`src/rtl/retq_pkg.sv`:
```
package retq_pkg;

    // Status bits kept per queue slot
    typedef struct packed {
        logic busy;   // slot holds a dispatched record
        logic done;   // execution finished
        logic fault;  // execution reported a fault
    } retq_flags_t;

endpackage

```
`src/rtl/retq_retire_pick.sv`:
```
module retq_retire_pick
    import retq_pkg::*;
#(
    parameter  int DEPTH  = 8,
    parameter  int RET_W  = 2,
    localparam int IDX_W  = $clog2(DEPTH),
    localparam int LCNT_W = $clog2(RET_W + 1)
) (
    input  retq_flags_t [DEPTH-1:0] flg_i,
    input  logic [IDX_W-1:0]        head_i,
    output logic [RET_W-1:0]        go_o,
    output logic [LCNT_W-1:0]       cnt_o,
    output logic                    trap_o
);

    logic [RET_W-1:0] ok;

    // One candidate per lane, taken from consecutive slots starting at the head
    for (genvar k = 0; k < RET_W; k++) begin : g_lane
        logic [IDX_W-1:0] idx;
        assign idx   = head_i + IDX_W'(k);
        assign ok[k] = flg_i[idx].busy & flg_i[idx].done & ~flg_i[idx].fault;
    end

    // A lane may only go if every older lane goes as well
    always_comb begin
        logic run;
        run   = 1'b1;
        cnt_o = '0;
        for (int k = 0; k < RET_W; k++) begin
            run      = run & ok[k];
            go_o[k]  = run;
            cnt_o    = cnt_o + LCNT_W'(run);
        end
    end

    assign trap_o = flg_i[head_i].busy & flg_i[head_i].done & flg_i[head_i].fault;

endmodule

```
`src/rtl/retq_fault_scan.sv`:
```
module retq_fault_scan
    import retq_pkg::*;
#(
    parameter int DEPTH = 8
) (
    input  retq_flags_t [DEPTH-1:0] flg_i,
    output logic                    hold_o
);

    logic [DEPTH-1:0] hit;

    for (genvar i = 0; i < DEPTH; i++) begin : g_slot
        assign hit[i] = flg_i[i].busy & flg_i[i].fault;
    end

    assign hold_o = |hit;

endmodule

```
`src/rtl/retire_queue.sv`:
```
module retire_queue
    import retq_pkg::*;
#(
    parameter  int               DEPTH    = 8,
    parameter  int               RET_W    = 2,
    parameter  int               AREG_W   = 5,
    parameter  int               RTAG_W   = 6,
    parameter  int               ADDR_W   = 32,
    parameter  logic [ADDR_W-1:0] TRAP_VEC = 'h700,
    localparam int               IDX_W    = $clog2(DEPTH),
    localparam int               CNT_W    = $clog2(DEPTH + 1),
    localparam int               LCNT_W   = $clog2(RET_W + 1)
) (
    input  logic                      clk,
    input  logic                      rst_n,
    input  logic                      disp_valid_i,
    input  logic [AREG_W-1:0]         disp_areg_i,
    input  logic [RTAG_W-1:0]         disp_rtag_i,
    output logic                      disp_ready_o,
    output logic [IDX_W-1:0]          disp_slot_o,
    input  logic                      fin_valid_i,
    input  logic [IDX_W-1:0]          fin_slot_i,
    input  logic                      fin_fault_i,
    output logic [RET_W-1:0]          ret_valid_o,
    output logic [RET_W*AREG_W-1:0]   ret_areg_o,
    output logic [RET_W*RTAG_W-1:0]   ret_rtag_o,
    output logic                      redirect_o,
    output logic [ADDR_W-1:0]         redirect_addr_o,
    output logic                      unit_hold_o,
    output logic                      full_o,
    output logic                      empty_o
);

    typedef struct packed {
        logic [DEPTH-1:0][AREG_W-1:0] areg;
        logic [DEPTH-1:0][RTAG_W-1:0] rtag;
        retq_flags_t [DEPTH-1:0]      flg;
        logic [IDX_W-1:0]             head;
        logic [IDX_W-1:0]             tail;
        logic [CNT_W-1:0]             count;
        logic                         redirect;
    } state_t;

    state_t q, d;

    logic [RET_W-1:0]  go;
    logic [LCNT_W-1:0] go_cnt;
    logic              trap;
    logic              accept;

    retq_retire_pick #(
        .DEPTH (DEPTH),
        .RET_W (RET_W)
    ) pick_i (
        .flg_i  (q.flg),
        .head_i (q.head),
        .go_o   (go),
        .cnt_o  (go_cnt),
        .trap_o (trap)
    );

    retq_fault_scan #(
        .DEPTH (DEPTH)
    ) scan_i (
        .flg_i  (q.flg),
        .hold_o (unit_hold_o)
    );

    assign full_o       = (q.count == CNT_W'(DEPTH));
    assign empty_o      = (q.count == '0);
    assign disp_ready_o = ~full_o & ~trap;
    assign disp_slot_o  = q.tail;
    assign accept       = disp_valid_i & disp_ready_o;

    // Next-state computation
    always_comb begin
        d          = q;
        d.redirect = 1'b0;
        if (trap) begin
            // Oldest record faulted: drop everything and point fetch at the vector
            for (int i = 0; i < DEPTH; i++) begin
                d.flg[i] = '0;
            end
            d.tail     = q.head;
            d.count    = '0;
            d.redirect = 1'b1;
        end else begin
            for (int k = 0; k < RET_W; k++) begin
                if (go[k]) begin
                    d.flg[q.head + IDX_W'(k)] = '0;
                end
            end
            d.head = q.head + IDX_W'(go_cnt);

            if (fin_valid_i && q.flg[fin_slot_i].busy && !q.flg[fin_slot_i].done) begin
                d.flg[fin_slot_i].done  = 1'b1;
                d.flg[fin_slot_i].fault = fin_fault_i;
            end

            if (accept) begin
                d.flg[q.tail].busy  = 1'b1;
                d.flg[q.tail].done  = 1'b0;
                d.flg[q.tail].fault = 1'b0;
                d.areg[q.tail]      = disp_areg_i;
                d.rtag[q.tail]      = disp_rtag_i;
                d.tail              = q.tail + IDX_W'(1);
            end

            d.count = q.count - CNT_W'(go_cnt) + CNT_W'(accept);
        end
    end

    always_ff @(posedge clk) begin
        if (!rst_n) begin
            q <= '0;
        end else begin
            q <= d;
        end
    end

    // Retire lane outputs
    for (genvar k = 0; k < RET_W; k++) begin : g_out
        assign ret_areg_o[k*AREG_W +: AREG_W] = q.areg[q.head + IDX_W'(k)];
        assign ret_rtag_o[k*RTAG_W +: RTAG_W] = q.rtag[q.head + IDX_W'(k)];
    end
    assign ret_valid_o = go;

    assign redirect_o      = q.redirect;
    assign redirect_addr_o = q.redirect ? TRAP_VEC : '0;

endmodule

```
`config.mk`:
```
export PLATFORM = sky130hd
export DESIGN_NAME = retire_queue
export DESIGN_NICKNAME = d
export VERILOG_FILES = /design/src/rtl/retq_pkg.sv /design/src/rtl/retq_retire_pick.sv /design/src/rtl/retq_fault_scan.sv /design/src/rtl/retire_queue.sv
export SDC_FILE = /design/constraint.sdc
export NUM_CORES = 1
export LEC_CHECK = 0
export BUFFER_PORTS_ARGS = -buffer_cell sky130_fd_sc_hd__buf_2
export CORE_ASPECT_RATIO = 0.7
export CORE_MARGIN = 1.5
export CORE_UTILIZATION = 25
export DETAILED_ROUTE_END_ITERATION = 8
export HOLD_SLACK_MARGIN = 0.05
export PLACE_DENSITY = 0.39
export SYNTH_ARGS = -nofsm -noshare
export SYNTH_HDL_FRONTEND = slang
export SYNTH_HIERARCHICAL = 1
export SYNTH_SLANG_ARGS = --single-unit
```
`constraint.sdc`:
```
create_clock -name clk -period 7.4 [get_ports clk]
set_input_delay 0.37 -clock clk [delete_from_list [all_inputs] [get_ports clk]]
set_output_delay 0.37 -clock clk [all_outputs]
set_load 0.1 [all_outputs]
```
======== After elaboration in Yosys (flattened, before gate mapping) ========
Index checks and enable logic that the tools add are counted.
word-level totals
  register bits ........................... 123
  input bits .............................. 19
  output and inout port bits .............. 64
  logic and storage cells ................. 146
cells by class
  add/sub/neg operators ................... 6
  magnitude comparators ................... 8
  equality and inequality tests ........... 1
  muxes and demuxes ....................... 50
  bitwise operators ....................... 25
  reduce and logical (&&, ||, !) cells .... 12
operators by type and width
  cell                                                                                  count
  24-bit two-way mux                                                                    7
  24-bit bitwise mux                                                                    5
  3-bit demux with 3-bit select                                                         7
  24-bit bitwise AND                                                                    2
  48-bit bitwise mux                                                                    1
  24-bit NOT                                                                            2
  40-bit bitwise mux                                                                    1
  6-bit binary-select mux with 3-bit select                                             2
  5-bit binary-select mux with 3-bit select                                             2
  3-bit binary-select mux with 3-bit select                                             3
  3-bit two-way mux                                                                     7
  6-bit demux with 3-bit select                                                         1
  6-bit two-way mux                                                                     3
  1-bit bitwise AND                                                                     16
  3-bit by 4-bit < comparator with 1-bit output (second input constant)                 4
  5-bit demux with 3-bit select                                                         1
  5-bit two-way mux                                                                     3
  3-bit by 1-bit greater-or-equal comparator with 1-bit output (second input constant)  4
  11-bit two-way mux                                                                    1
  8-bit OR reduction                                                                    1
  7-bit two-way mux                                                                     1
  3-bit by 1-bit adder with 3-bit output (second input constant)                        2
  1-bit logical AND                                                                     6
  1-bit NOT                                                                             5
  other kinds (12)                                                                      15

======== Longest topological paths before layout ========
Gate-level depths: netlist (run 1).
  depth in word-level cells ............... 19
  mapped depth ............................ 14
  mapped depth without buffers ............ 13

======== Hierarchy ========
Netlist (run 1), hierarchy kept.
by module, submodules not included
  module            times used  cells each  area each (µm²)  seq. area each (µm²)
  retire_queue      1           728         6407.4           2462.4
  retq_retire_pick  1           33          334.1            0.0
  retq_fault_scan   1           5           36.3             0.0

======== Least setup slack after synthesis (run 1) ========
No wires, ideal clock.
  path kind ............................... flip-flop to output port
  start point ............................. register q[9] in the netlist's numbering
  end point ............................... output ret_areg_o[2]
  arrival time ............................ 2.842 ns
  data required time ...................... 7.030 ns
  path slack .............................. 4.188 ns
  cell stages (with the launch flop) ...... 5
  path buffers ............................ 2
  cell sequence ........................... dfxtp_1 > buf_2 > buf_1 > nand2_1 > o221ai_1
on the way
  word-level cells in the longest chain between the ends .. 2
ends and longest elaborated chain
  element                                    RTL line             RTL
  start: declaration                         retire_queue.sv:44   state_t q, d;
  start signal: assignment                   retire_queue.sv:115  q <= '0;
  start signal: assignment                   retire_queue.sv:117  q <= d;
  5-bit binary-select mux with 3-bit select  retire_queue.sv:123  assign ret_areg_o[k*AREG_W +: AREG_W] = q.areg[q.head + IDX_W'(k)];
  5-bit two-way mux (implied by the code)    retire_queue.sv:123
  end: declaration                           retire_queue.sv:25   output logic [RET_W*AREG_W-1:0] ret_areg_o,
Every way passes these cells. The select of a mux whose other input is x is not followed.

======== Final worst setup path (run 1) ========
  start point ............................. register q[8] in the netlist's numbering
  end point ............................... register q[39] in the netlist's numbering
on the way
  word-level cells in the longest chain between the ends .. 8
ends and longest elaborated chain
  element                                        RTL line                RTL
  3-bit binary-select mux with 3-bit select (*)  retq_retire_pick.sv:37  assign trap_o = flg_i[head_i].busy & flg_i[head_i].done & flg_i[head_i].fault;
  3-bit two-way mux (implied by the code) (*)    retq_retire_pick.sv:37
  1-bit bitwise AND                              retq_retire_pick.sv:37
  1-bit bitwise AND (*)                          retq_retire_pick.sv:37
  1-bit NOT (no source line) (*)                 n/a
  1-bit bitwise AND                              retire_queue.sv:71      assign disp_ready_o = ~full_o & ~trap;
  1-bit bitwise AND                              retire_queue.sv:73      assign accept = disp_valid_i & disp_ready_o;
  2-bit AND reduction (no source line) (*)       n/a
Mark *: on every way between the ends. The rest lies on a longest branch, timed or not. The select of a mux whose other input is x is not followed.
A chain may end at the register's enable or synchronous reset.

==> results_dict.tcl, run 1 <==
set metrics [dict create \
    antenna_found_initial 0 \
    p_leak_nw 2.663 \
    ctsHoldBuffers 0 \
    fin_skew_ns 0.01225 \
    grt_pass1_wl_um 32790 \
    vias 5529 \
    place.gp.congestion 0.7831 \
    viasPerCell 4.808 \
    worstHoldStart "fin_fault_i" \
    cts_setup_buffers 0 \
    cts_tree "done" \
    grt_start_max_net_pins 76 \
    synth_cells 766 \
    cp_max_fo 72 \
    crit_path_start_kind "register" \
    synth-compound-area-share_pct 16.17 \
    timing.rr.start "q[8]$_SDFFE_PN0N_" \
    n_antenna_cell 0 \
    setup_viol_count_final 0 \
    drive_above_1_share_pct 17.68 \
    r2r-end "q[39]$_SDFFE_PN0P_" \
    synth-xor-area-share_pct 0.9046 \
    areaGrowthSynthToFinish_pct 12.18 \
    coreArea_um2 26710 \
    netlist-cell-type-count 63 \
    rsz0062_at_grt "false" \
    ir_drop_mv 0.1374 \
    yosys.area_share.simple_pct 19.64 \
    die_x_um 199.8 \
    synth_area_per_cell_um2 8.848 \
    relSlewSlack_pct 18.22 \
    final_hold_viol_count 0 \
    hp-class "in -> reg" \
    p_total_mw 1.981 \
    clockBufferDepth 2 \
    yosys.area.top_type_share_pct 36.33 \
    insertion_delay_ns 0.43 \
    criticalPathCategory "reg -> reg" \
    dieHeight_um 140.8 \
    synth_edf_count 0 \
    slew_violations 0 \
    end_kind "register" \
    cts_buffers 17 \
    crit_required_ns 7.71 \
    dp_hpwl_um 14180 \
    synth_top_cell_by_area "dfxtp_1" \
    fmax_mhz 250.1 \
    initial_core_util_pct 25.37 \
    totalWireLength_um 21140 \
    syn-cell-area_um2 6778 \
    track_usage_pct 15.70 \
    clockRootBuffer "clkbuf_16" \
    clock_sinks 123 \
    route.antenna.remaining_nets 0 \
    place_ws_ns 3.398 \
    holdPathStages 3 \
    drt_iter0_drc 307 \
    nets 805 \
    seq_area_frac_synth_pct 36.33 \
    std_cell_rows 50 \
    fin_ws_ns 3.401 \
    maxCapViolations 0 \
    io_pins 83 \
    status "finished clean" \
    yosysMostFrequentCell "dfxtp_1" \
    pwr_density_cell_nw_per_um2 260.5 \
    period_share_pct 54.04 \
    min_to "q[11]$_SDFF_PP0_" \
    reg2reg_slack_ns 3.40 \
    synthAdderAreaFrac_pct 2.621 \
    muxShareOfSynthArea_pct 14.60 \
    die_area_um2 28120 \
    clk_pin_slew_ns 0.06 \
    synth-async-reset-ratio_pct 0 \
    grt_pass1_vias 5234 \
    wl_per_cell_um 18.38 \
    synth_ff_type "dfxtp_1" \
    cts_resized 0 \
    reg2reg_depth 8 \
    route.detailed.drc 0 \
    firstDrtPassIters 5 \
    yosysWarnings 6 \
    fin_crit_ns 3.999 \
    tightest_slew_ns 1.227 \
    cp.arrival_ns 4.31 \
    globalRouteOverflowTotal 0 \
    synth_area_leaders "dfxtp_1, mux4_2, nand3_1, o21ai_0, nand2_1" \
    synth_top_family_by_area "simple AND/OR/NAND/NOR gates" \
    setup-tns-final_ns 0 \
    htreeDepth 4 \
    netlist_top_cells_count "dfxtp_1, nand3_1, o21ai_0" \
    ys_ff_latch 123 \
    portBuffers 53 \
]
-- state kept, by name, summed over array words and instances (netlist names) --
register,cells
disp_slot_o,3
redirect_o,1
q,119
-- final cells by class --
type                       count  area, um2
tap                          364      455.4
inverter                      14      52.55
multi-input combinational    558       3772
timing repair buffer          59      312.8
clock buffer                  24      471.7
clock inverter                 8      70.07
sequential                   123       2469
fill                        2892      19110
-- kinds of logic after synthesis --
logic type      Yosys count
mux                      60
fa+ha+maj                13
flops                   123
buf+inv                 113
other cells               1
compound gates          187
simple gates            262
xor+xnor                  7
-- worst max path at each step --
stage | start | endpoint | slack (ns) | depth (start not counted)
floorplan | q[9]$_SDFFE_PN0N_ | ret_areg_o[2] | 4.19 | 4
global route | q[8]$_SDFFE_PN0N_ | q[3]$_SDFF_PP0_ | 3.12 | 12
global placement | q[8]$_SDFFE_PN0N_ | q[4]$_SDFF_PP0_ | 3.40 | 12
CTS | q[8]$_SDFFE_PN0N_ | q[38]$_SDFFE_PN0P_ | 3.38 | 8
finish | q[8]$_SDFFE_PN0N_ | q[39]$_SDFFE_PN0P_ | 3.40 | 8
detailed placement | q[8]$_SDFFE_PN0N_ | q[86]$_SDFFE_PN0P_ | 3.40 | 8
-- worst max-delay path, cell delays in order (launching register included) --
cell     delay [ns]
dfxtp_4        1.00
mux4_1         0.67
mux2i_1        0.27
nor2_1         0.20
or3b_1         0.45
or4_1          0.74
buf_4          0.34
nand3_1        0.11
o21ai_2        0.06
-- report_power, final --
part / switching (mW) / total (mW) / internal [mW]
logic: 0.381 / 0.471 / 0.0900
registers: 0.0320 / 0.727 / 0.695
clock network: 0.307 / 0.782 / 0.476
-- cells in the final DEF (no fill, tap or decap), types with 3 or more instances in the layout --
cell type	n
dfxtp_1	120
nand3_1	106
o21ai_0	91
nand2_1	82
buf_2	52
a21oi_1	39
conb_1	29
mux2i_1	28
mux4_2	24
clkbuf_16	17
nor2_1	14
a22oi_1	14
inv_1	13
o21ai_2	11
ha_1	11
buf_4	7
nor2b_1	6
o221ai_1	6
or3_1	6
o21ai_1	6
o31ai_1	6
and2_1	5
nand2b_1	5
clkinv_2	5
clkbuf_1	5
mux4_1	5
xor2_1	4
nand4_1	4
nand4b_1	4
o2bb2ai_1	3
nor4b_1	3
and3_1	3
-- routing by layer --
| metal | GRT usage (%) | wire length, um | up-vias |
|---|---|---|---|
| met4 | 4.511 | 208 | 0 |
| met2 | 21.14 | 8460 | 108 |
| met1 | 24.27 | 11500 | 2665 |
| met3 | 3.589 | 972 | 14 |
| met5 | 0 | 0 | - |
| li1 | - | - | 2742 |
-- through the flow --
step,hold slack (ns),util [%],instances,area (um2)
after global routing,0.2530,28.46,1150,7604
after detailed placement,0.4739,26.44,1118,7062
after CTS,0.2362,28.46,1150,7604
after global placement,0.4683,26.44,1118,7062
final,0.2508,28.46,1150,7604
after floorplan,0.4440,-,794,6883
Note: power is estimated with default switching activity, not from simulation.
==> run 2, diff against run 1 <==
Clock period 7.4 ns to 4.1 ns, I/O delays scaled along.
==> run 2 against run 1 <==
Cell count up 0.70%. First-iteration DRC count up 26%. Clock power up 110%. Clock-buffer cell count down 4. Sequential power up 80%. Sequential cell count unchanged. Combinational power up 83%. Largest cell class unchanged. Critical endpoint is now q[3]$_SDFF_PP0_. Non-clock buffer count up 8. Highest routed layer unchanged. Sequential share of layout area down 0.64 points.
==> results_dict.tcl, run 2 (synthesized netlist as in run 1, its figures left out) <==
set metrics [dict create \
    relSlewSlack_pct 27.71 \
    critical-path-max-stage-delay_ns 0.59 \
    std_cell_rows 50 \
    tightest_slew_ns 1.084 \
    cp.arrival_ns 3.60 \
    crit_required_ns 4.39 \
    drive_above_1_share_pct 19.02 \
    rsz0062_at_grt "false" \
    slowest_stage "mux4_1" \
    largest_register_ffs 119 \
    end_kind "register" \
    cp_max_fo 10 \
    insertion_delay_ns 0.43 \
    period_share_pct 80.80 \
    antenna_found_initial 0 \
    final_area_um2 7757 \
    coreArea_um2 26710 \
    crit_top_cell "inv_1" \
    pwr_density_cell_nw_per_um2 492.1 \
    grt_start_max_net_pins 66 \
    p_leak_nw 2.745 \
    final_hold_viol_count 0 \
    final_util_pct 29.04 \
    cts_resized 0 \
    place.gp.congestion 0.8016 \
    die_area_um2 28120 \
    crit_path_start_kind "register" \
    hp-class "in -> reg" \
    initial_core_util_pct 25.37 \
    n_antenna_cell 0 \
    route.antenna.remaining_nets 0 \
    route.detailed.drc 0 \
    place_ws_ns 0.8172 \
    post_dp_cell_area_um2 7122 \
    final_common_cell "dfxtp_1" \
    viasPerCell 4.857 \
    clockBufferDepth 2 \
    cts_buffers 17 \
    die_x_um 199.8 \
    cts_tree "done" \
    grt_pass1_wl_um 32960 \
    nets 813 \
    firstDrtPassIters 5 \
    wl_per_cell_um 18.72 \
    slew_violations 0 \
    status "finished clean" \
    grt_pass1_vias 5245 \
    fmax_mhz 301.9 \
    ctsHoldBuffers 0 \
    largest_register "q" \
    globalRouteOverflowTotal 0 \
    clk_pin_slew_ns 0.06 \
    drt_iter0_drc 387 \
    dp_hpwl_um 14370 \
    path_cells "mux4_1 -> mux2_4 -> nor2_1 -> inv_1 -> nand3_1 -> ha_1 -> inv_1 -> ha_1 -> inv_1 -> fa_1 -> xor2_1 -> nor2_1" \
    track_usage_pct 15.96 \
    areaGrowthSynthToFinish_pct 14.45 \
    setup-tns-final_ns 0 \
    clock_sinks 123 \
    totalWireLength_um 21670 \
    htreeDepth 4 \
    cts_setup_buffers 0 \
    final_cell_mix "dfxtp_1, nand3_1, o21ai_0" \
    fin_ws_ns 0.7871 \
    setup_viol_count_final 0 \
    maxCapViolations 0 \
    dieHeight_um 140.8 \
    ir_drop_mv 0.2471 \
    portBuffers 53 \
    criticalPathCategory "reg -> reg" \
    fin_skew_ns 0.009423 \
    clockRootBuffer "clkbuf_16" \
    io_pins 83 \
    fin_crit_ns 3.313 \
    vias 5624 \
]
==> run 2: cell count changes in the layout (fill, tap and decap cells not counted), sizes merged <==
cell,delta
buf,+8
clkinvlp,+1
bufinv,+3
clkbuf,-4
==> run 2: critical path, delay by kind of cell, from the launching register on <==
kind	cells	cell delay [ns]
muxes	2	0.89
adders and majority gates	3	0.75
and+or+nand+nor	3	0.61
DFF	1	0.43
buffers and inverters	3	0.34
xor gates and xnor gates	1	0.16
==> run 2: final cells by class <==
cell class                 instances  area [um2]
sequential                       123        2469
fill                            2894       18960
multi-input combinational        558        3772
inverter                          14       52.55
clock buffer                      20       467.9
tap                              364       455.4
timing repair buffer              67       372.9
clock inverter                    12       167.7
==> run 2: per-stage QoR <==
| stage | std cells | hold slack [ns] | power, mW |
|---|---|---|---|
| floorplan | 794 | 0.3550 | 2.079 |
| global route | 1158 | 0.08399 | 3.981 |
| finish | 1158 | 0.09847 | 3.818 |
| CTS | 1158 | 0.07319 | 3.865 |
| global placement | 1126 | 0.4616 | 2.208 |
| detailed placement | 1126 | 0.4627 | 2.202 |
==> run 2: power by group <==
part           total, mW  internal (mW)  leakage, nW  switching, mW
Sequential          1.31           1.25        0.996         0.0539
Clock               1.65           1.06        0.307          0.582
Combinational      0.863          0.165         1.44          0.698
Total               3.82           2.48         2.75           1.33
==> run 2: final timing paths <==
| kind | startpoint | end | slack (ns) | depth (start not counted) |
|---|---|---|---|---|
| max reg2reg | q[8]$_SDFFE_PN0N_ | q[3]$_SDFF_PP0_ | 0.79 | 12 |
| min | fin_fault_i | q[11]$_SDFF_PP0_ | 0.1 | 3 |
| min reg2reg | q[15]$_SDFF_PP0_ | q[15]$_SDFF_PP0_ | 0.47 | 2 |
| max | q[8]$_SDFFE_PN0N_ | q[3]$_SDFF_PP0_ | 0.79 | 12 |
==> run 2: routing by layer <==
layer	up-vias	wire, um	global-route usage, %
met5	-	0	0
met4	0	190	4.155
met3	15	989	3.756
met2	133	9220	22.59
met1	2722	11270	23.91
li1	2754	-	-
